File: src/rtl/tgt_reg_pkg.sv
package tgt_reg_pkg;

  // Per-register flags stored beside the target address.
  typedef struct packed {
    logic known;   // 1: pred is the real direction
    logic pred;    // stored prediction / direction bit
  } tgt_flags_t;

  // Fetch must move to the target: always for unconditional, else on a true condition.
  function automatic logic f_redirect(input logic uncond, input logic cond);
    return uncond | cond;
  endfunction

  // A guessed conditional direction that disagrees with the resolved condition.
  function automatic logic f_mispredict(input logic uncond, input logic known,
                                        input logic pred,   input logic cond);
    return !uncond && !known && (pred != cond);
  endfunction

endpackage

File: src/rtl/tgt_reg_array.sv
module tgt_reg_array
  import tgt_reg_pkg::*;
#(
  parameter int NUM_REGS = 8,
  parameter int ADDR_W   = 32,
  parameter int IDX_W    = $clog2(NUM_REGS)
) (
  input  logic              clk,
  input  logic              rst_n,
  input  logic              wr_en,
  input  logic [IDX_W-1:0]  wr_idx,
  input  logic [ADDR_W-1:0] wr_target,
  input  tgt_flags_t        wr_flags,
  input  logic              rd_a_en,
  input  logic [IDX_W-1:0]  rd_a_idx,
  output logic [ADDR_W-1:0] rd_a_target,
  output tgt_flags_t        rd_a_flags,
  output logic              fwd_hit,
  input  logic [IDX_W-1:0]  rd_b_idx,
  output logic [ADDR_W-1:0] rd_b_target,
  output tgt_flags_t        rd_b_flags
);

  logic [ADDR_W-1:0] tgt_q [NUM_REGS];
  tgt_flags_t        flg_q [NUM_REGS];

  for (genvar g = 0; g < NUM_REGS; g++) begin : g_entry
    logic sel;
    assign sel = wr_en && (wr_idx == IDX_W'(g));
    always_ff @(posedge clk) begin
      if (!rst_n) begin
        tgt_q[g] <= '0;
        flg_q[g] <= '0;
      end else if (sel) begin
        tgt_q[g] <= wr_target;
        flg_q[g] <= wr_flags;
      end
    end
  end

  // Branch read port: a same-cycle prepare to the same register bypasses the array.
  assign fwd_hit     = wr_en && rd_a_en && (wr_idx == rd_a_idx);
  assign rd_a_target = fwd_hit ? wr_target : tgt_q[rd_a_idx];
  assign rd_a_flags  = fwd_hit ? wr_flags  : flg_q[rd_a_idx];

  // Prefetch read port: stored contents only.
  assign rd_b_target = tgt_q[rd_b_idx];
  assign rd_b_flags  = flg_q[rd_b_idx];

endmodule

File: src/rtl/tgt_resolve.sv
module tgt_resolve
  import tgt_reg_pkg::*;
(
  input  logic       br_valid,
  input  logic       br_uncond,
  input  logic       br_cond,
  input  tgt_flags_t flags,
  output logic       redirect,
  output logic       mispredict,
  output logic       no_spec,
  output logic       pred
);

  assign redirect   = br_valid && f_redirect(br_uncond, br_cond);
  assign mispredict = br_valid && f_mispredict(br_uncond, flags.known, flags.pred, br_cond);
  assign no_spec    = br_valid && flags.known;
  assign pred       = br_valid && flags.pred;

endmodule

File: src/rtl/tgt_reg_bank.sv
module tgt_reg_bank
  import tgt_reg_pkg::*;
#(
  parameter int NUM_REGS = 8,
  parameter int ADDR_W   = 32,
  parameter int IDX_W    = $clog2(NUM_REGS)
) (
  input  logic              clk,
  input  logic              rst_n,
  input  logic              prep_valid,
  input  logic [IDX_W-1:0]  prep_idx,
  input  logic [ADDR_W-1:0] prep_target,
  input  logic              prep_pred,
  input  logic              prep_known,
  input  logic              br_valid,
  input  logic [IDX_W-1:0]  br_idx,
  input  logic              br_uncond,
  input  logic              br_cond,
  input  logic [IDX_W-1:0]  pf_idx,
  output logic [ADDR_W-1:0] pf_target,
  output logic              pf_pred,
  output logic              pf_known,
  output logic              res_valid,
  output logic              res_redirect,
  output logic [ADDR_W-1:0] res_target,
  output logic              res_pred,
  output logic              res_no_spec,
  output logic              res_mispredict
);

  tgt_flags_t        wr_flags;
  tgt_flags_t        br_flags;
  tgt_flags_t        pf_flags;
  logic [ADDR_W-1:0] br_target;
  logic              fwd_hit;
  logic              nx_redirect;
  logic              nx_mispredict;
  logic              nx_no_spec;
  logic              nx_pred;

  assign wr_flags = '{known: prep_known, pred: prep_pred};

  tgt_reg_array #(
    .NUM_REGS (NUM_REGS),
    .ADDR_W   (ADDR_W),
    .IDX_W    (IDX_W)
  ) u_array (
    .clk         (clk),
    .rst_n       (rst_n),
    .wr_en       (prep_valid),
    .wr_idx      (prep_idx),
    .wr_target   (prep_target),
    .wr_flags    (wr_flags),
    .rd_a_en     (br_valid),
    .rd_a_idx    (br_idx),
    .rd_a_target (br_target),
    .rd_a_flags  (br_flags),
    .fwd_hit     (fwd_hit),
    .rd_b_idx    (pf_idx),
    .rd_b_target (pf_target),
    .rd_b_flags  (pf_flags)
  );

  assign pf_pred  = pf_flags.pred;
  assign pf_known = pf_flags.known;

  tgt_resolve u_resolve (
    .br_valid   (br_valid),
    .br_uncond  (br_uncond),
    .br_cond    (br_cond),
    .flags      (br_flags),
    .redirect   (nx_redirect),
    .mispredict (nx_mispredict),
    .no_spec    (nx_no_spec),
    .pred       (nx_pred)
  );

  always_ff @(posedge clk) begin
    if (!rst_n) begin
      res_valid      <= 1'b0;
      res_redirect   <= 1'b0;
      res_target     <= '0;
      res_pred       <= 1'b0;
      res_no_spec    <= 1'b0;
      res_mispredict <= 1'b0;
    end else begin
      res_valid      <= br_valid;
      res_redirect   <= nx_redirect;
      res_target     <= br_valid ? br_target : '0;
      res_pred       <= nx_pred;
      res_no_spec    <= nx_no_spec;
      res_mispredict <= nx_mispredict;
    end
  end

endmodule

File: config.mk
export PLATFORM = sky130hd
export DESIGN_NAME = tgt_reg_bank
export DESIGN_NICKNAME = d
export VERILOG_FILES = /design/src/rtl/tgt_reg_pkg.sv /design/src/rtl/tgt_reg_array.sv /design/src/rtl/tgt_resolve.sv /design/src/rtl/tgt_reg_bank.sv
export SDC_FILE = /design/constraint.sdc
export NUM_CORES = 1
export LEC_CHECK = 0
export BUFFER_PORTS_ARGS = -buffer_cell sky130_fd_sc_hd__buf_2
export CORE_MARGIN = 10
export CORE_UTILIZATION = 67
export CTS_BUF_LIST = sky130_fd_sc_hd__clkbuf_8
export DETAILED_ROUTE_END_ITERATION = 6
export PLACE_DENSITY_LB_ADDON = 0.08
export SYNTH_ARGS = -nofsm -noshare
export SYNTH_HDL_FRONTEND = slang
export SYNTH_SLANG_ARGS = --single-unit
File: constraint.sdc
create_clock -name clk -period 5.9 [get_ports clk]
set_input_delay 0.885 -clock clk [delete_from_list [all_inputs] [get_ports clk]]
set_output_delay 0.885 -clock clk [all_outputs]
set_load 0.01 [all_outputs]
==> results of run 1 <==
[flip-flops by register name (all words and copies together), names as in the netlist]
register        count
u_array.tgt_q     256
res_target         32
u_array.flg_q      16
res_mispredict      1
res_no_spec         1
res_pred            1
res_redirect        1
res_valid           1
[metal layers]
metal / GRT usage (%) / wire length, µm / vias up
met5: 0 / 0 / -
met4: 7.42 / 752 / 0
met3: 5.57 / 3720 / 70
met2: 43.1 / 19200 / 530
met1: 37.8 / 15600 / 4844
li1: - / - / 3962
[stage by stage]
stage | setup slack [ns] | cell area [µm²]
finish | 2.04 | 17300
global route | 1.89 | 17300
CTS | 2.00 | 17300
detailed placement | 2.00 | 16300
global placement | 2.03 | 16300
floorplan | 1.77 | 15400
[area by class of cell]
cell class	count	area share (%)
Clock buffer	56	4.47
Multi-Input combinational cell	583	36.6
Clock inverter	38	0.950
Timing Repair Buffer	138	4.31
Sequential cell	309	51.6
Tap cell	285	2.07
Inverter	1	0.0218
[worst paths after layout]
kind | endpoint | slack (ns) | cells past startpoint
max | pf_target[20] | 2.04 | 5
min | res_redirect$_SDFF_PN0_ | 0.64 | 3
max reg2reg | res_mispredict$_SDFF_PN0_ | 4.20 | 4
min reg2reg | res_target[21]$_SDFF_PN0_ | 0.87 | 3
[layout by cell type, fill, tap and decap left out, types with 6 or more instances in the layout]
master | netlist | final
and2_1 | 272 | 272
edfxtp_1 | 272 | 272
mux4_2 | 136 | 136
buf_2 | 14 | 117
clkbuf_8 | 0 | 56
dfxtp_1 | 37 | 37
nor2_1 | 42 | 36
mux2_2 | 35 | 35
mux2i_1 | 34 | 34
a211oi_1 | 23 | 23
inv_1 | 1 | 23
buf_4 | 7 | 21
a211oi_2 | 10 | 10
clkinv_1 | 0 | 8
o21ai_4 | 0 | 6
nor2_4 | 0 | 6
[cell usage after synthesis (all sizes together) (2+ instances only)]
cell type,count
and2,272
o21ai,6
clkbuf,50
o31ai,2
a211oi,33
nand2,4
nand2b,5
mux4,136
nor3,2
mux2,35
buf,29
xor2,3
mux2i,34
dfxtp,37
nor2,42
edfxtp,272
[kinds of logic after synthesis]
| group | count (synthesis) | share of synthesized area [%] |
|---|---|---|
| simple gates | 332 | 12.8 |
| flops | 309 | 57.7 |
| mux | 205 | 24.6 |
| buf+inv | 80 | 2.42 |
| compound gates | 43 | 2.32 |
| xor+xnor | 3 | 0.170 |
[power groups by stage]
| stage | sequential (mW) | clock (mW) | combinational [mW] |
|---|---|---|---|
| 3_5_place_dp | 2.64 | 0 | 0.604 |
| 5_1_grt | 2.61 | 1.85 | 0.643 |
| 6_report | 2.60 | 1.73 | 0.604 |
| 4_1_cts | 2.59 | 1.74 | 0.607 |
| 3_3_place_gp | 2.63 | 0 | 0.596 |
| 2_1_floorplan | 2.63 | 0 | 0.391 |
[worst max-delay path: stages]
cell and delay (ns):
buf_4 0.55, buf_4 0.47, mux4_2 0.56, mux2_2 0.31, buf_2 0.15
==> run metrics, run 1 <==
status finished, final reports clean; clock latency on the worst-skew pair 0.58 ns; max cap viols 0; syn nets 1021; clock-pin slew on the worst setup and hold paths ~0.060 ns; final period utilization 65.3%; maximum vdd drop between 200 and 250 µV; crit path DAT 2.97 ns; first-pass GRT wire length approximately 60000 µm; hold buffers post-CTS 0; path type of the worst setup path in2out; GPL Wtd Cong about 0.76; largest net degree at the start of global routing 73; PortBufs between 100 and 150; ys async rst share 0%; fin util about 76%; placed insts 1316; via count between 9000 and 10000; Post-DP HPWL ~21000 µm; critical path endpoint category output pin; Final min period 3.86 ns; top-area cell type share of the netlist area a little over half; CP startpoint pf_idx[0]; sequential cell area slightly below 9000 µm²; DIE WIDTH roughly 170 µm; number of synthesized flops with an enable pin between 200 and 300; worst hold path class in2reg; DRT Pass-1 Iters 5; Max Root-Sink Buffers 3; root buffer cell clkbuf_8; Mapped Area ~15000 µm²; IO Pins 120; Yosys reg bits just over 300; clock network fraction of total power a little over a third; vias in the first global route about 10000; Net Sw Frac between 20% and 30%; TritonCTS Buffers 50; DRT iter0 DRCs between 1000 and 1500; critical path peak fanout 36; fraction of layout cells with a size suffix above 1 a little over a third; die area 29500 µm²; final hold slack around 0.64 ns; Cell variety after synth 30; hold path start br_uncond; row count 55; Fin Setup TNS 0 ns; Core ar. 22600 µm²; ys flop type edfxtp_1; setup bufs post-CTS 0; Design Power a little under 5 mW; actual slew at the worst max-slew pin roughly 1.2 ns; fmax 0.259 GHz; sequential share of power 52.7%; Worst EP required between 5 and 6 ns; fillers about 1400; skew final around 0.014 ns; CTS H-tree depth 2; max-slew violations 0; unrepaired setup endpoints after global routing false; final WL 39300 µm; Lkg Pwr about 6.4 nW; net switching power roughly 1.2 mW; cells resized by post-CTS repair 0; CTS tree done; r2r startpoint u_array.flg_q[7][0]$_SDFFCE_PN0P_; Die Span Y 172 µm; drt drc 0; Mapped Cells 972; Comb pwr share between 10% and 20%; Routed Antenna Nets 0; area grow syn2layout 11.8%; Antenna diodes 0; antenna violations before repair 0; Internal between 3 and 4 mW; final setup fails 0; Final #Nets 1132; critical path launch point type input port; sequential-to-total area share from yosys stat 57.7%; syn_area_per_cell roughly 16 µm²; Syn. warnings 0; GRT Util Overall between 20% and 30%; # clock sinks 309; pwr/cell area 286 nW/µm²; Vias/cell approximately 6.7; cell accounting for the most synthesized area edfxtp_1; Rel. slew slack between 20% and 30%; area of the multi-input gates roughly 6300 µm²; grt ovf 0; Final Hold Viols 0; Starting Density between 60% and 70%; post-route insts no fill between 1000 and 1500; Synth area leaders edfxtp_1, mux4_2, and2_1; routed len/inst 27.9 µm
Power figures use the tool's default switching activity.
==> inputs of run 2 (changes only) <==
CORE_UTILIZATION = 63   (was 67)
clock period = 3.95 ns   (was 5.9 ns; I/O delays follow)
==> run 2 against run 1 <==
Clock skew grew 0.0020 ns. Via count fell by 1.6%. Clock power up 49%. Core utilization down 4.2 points. Sequential power grew 49%. Worst hold slack worse by 0.36 ns. Register-to-register slack got worse by 1.9 ns.
==> run metrics, run 2 (synthesis results as in run 1) <==
DRT iter0 DRCs 1055; Final min period between 2 and 3 ns; Antenna diodes 0; GPL Wtd Cong 0.807; hold buffers post-CTS 0; Starting Density between 60% and 70%; die area slightly above 30000 µm²; setup bufs post-CTS 0; Final #Nets 1144; largest registers u_array.tgt_q: 256 flops, res_target: 32 flops, u_array.flg_q: 16 flops; max-slew violations 0; vias in the first global route a little under 10000; maximum vdd drop 321 µV; Final Hold Viols 0; grt ovf 0; max cap viols 0; unrepaired setup endpoints after global routing false; final WL 39100 µm; GRT Util Overall 25.5%; routed len/inst 26.8 µm; critical path launch point type input port; fin util ~72%; cells resized by post-CTS repair 0; Critical Path, Cell by Cell buf_4 -> buf_12 -> mux4_2 -> mux2_2 -> buf_2; Vias/cell between 6 and 7; Worst path max stage delay ~0.55 ns; fillers around 1600; Fin Setup TNS 0 ns; Post-DP HPWL between 20000 and 25000 µm; fraction of layout cells with a size suffix above 1 between 30% and 40%; crit path DAT between 2 and 2.5 ns; worst hold path class in2reg; Die Span Y roughly 180 µm; Routed Antenna Nets 0; area of the multi-input gates roughly 6300 µm²; PortBufs ~120; TritonCTS Buffers a little under 50; skew final 0.0160 ns; IO Pins 120; row count 57; slowest CP cell mux4_2; DIE WIDTH 177 µm; DRT Pass-1 Iters 6; WP buf/inv 3; Design Power ~7.4 mW; critical path endpoint category output pin; largest net degree at the start of global routing 73; path type of the worst setup path in2out; drt drc 0; antenna violations before repair 2; pwr/cell area roughly 420 nW/µm²; Worst EP required 3.36 ns; area grow syn2layout 13.2%; critical path peak fanout 30; CTS tree done; final setup fails 0; fmax around 0.35 GHz; clock-pin slew on the worst setup and hold paths approximately 0.060 ns; root buffer cell clkbuf_8; actual slew at the worst max-slew pin 1.06 ns; clock latency on the worst-skew pair ~0.56 ns; via count just over 9000; max reg flops around 260; Top reg by flops u_array.tgt_q; Core ar. ~24000 µm²; cell family with most CP delay multiplexers; status finished, final reports clean; first-pass GRT wire length around 60000 µm; Lkg Pwr roughly 6.5 nW; commonest cells after routing, fill and taps aside and2_1, edfxtp_1, mux4_2; CTS H-tree depth 2; sequential cell area approximately 8900 µm²; Rel. slew slack about 29%; # clock sinks 309; final period utilization between 70% and 80%; Max Root-Sink Buffers 3
==> run 2: cell count changes in the layout (fill, tap and decap cells not counted) <==
cell,delta
buf_4,+5
clkinv_1,-3
clkbuf_8,+2
clkinvlp_4,-2
nor2_4,-6
inv_6,-1
nor2_2,+6
clkinv_2,+1
buf_12,+8
==> run 2: final cells by class <==
class | instances | share of cell area [%]
inverters | 1 | 0.0215
flip-flops and latches | 309 | 51.0
clock buffers | 58 | 4.57
repair buffers | 151 | 5.39
multi-input cells | 583 | 35.9
well taps | 324 | 2.32
clock inverters | 33 | 0.766
==> run 2: power breakdown <==
part           internal [mW]  leakage [nW]  total, mW  switching, mW
Sequential              3.77          2.93       3.87          0.102
Combinational          0.443          2.98      0.914          0.471
Clock                   1.33         0.562       2.57           1.24
Total                   5.55          6.47       7.36           1.81
==> run 2: stage by stage <==
step	instances	hold slack [ns]	area (µm²)	setup WS (ns)
after global placement	1368	0.843	16500	1.04
after detailed placement	1368	0.845	16500	1.04
after global routing	1459	0.283	17500	0.960
after CTS	1459	0.251	17500	1.03
after floorplan	972	0.708	15400	0.112
final	1459	0.280	17500	1.06
==> run 2: final timing paths <==
check,from,endpoint,slack [ns],cells after the start
hold reg to reg,u_array.tgt_q[0][25]$_SDFFCE_PN0P_,res_target[25]$_SDFF_PN0_,0.88,3
setup reg to reg,u_array.flg_q[5][0]$_SDFFCE_PN0P_,res_mispredict$_SDFF_PN0_,2.26,4
hold / removal,br_uncond,res_redirect$_SDFF_PN0_,0.28,3
setup / recovery,pf_idx[0],pf_target[2],1.06,5
==> run 2: worst register-to-register path, stage by stage (launching register included) <==
cell      delay (ns)
edfxtp_1        0.41
mux4_2          0.46
mux2i_1         0.30
nor3b_1         0.09
o32a_1          0.33
==> run 2: routing by layer <==
| metal | part of all wire, % | global-route usage [%] |
|---|---|---|
| met1 | 38 | 32.5 |
| met2 | 53 | 44.6 |
| met3 | 7.6 | 4.57 |
| met4 | 1.7 | 6.20 |
| met5 | 0.059 | 0 |
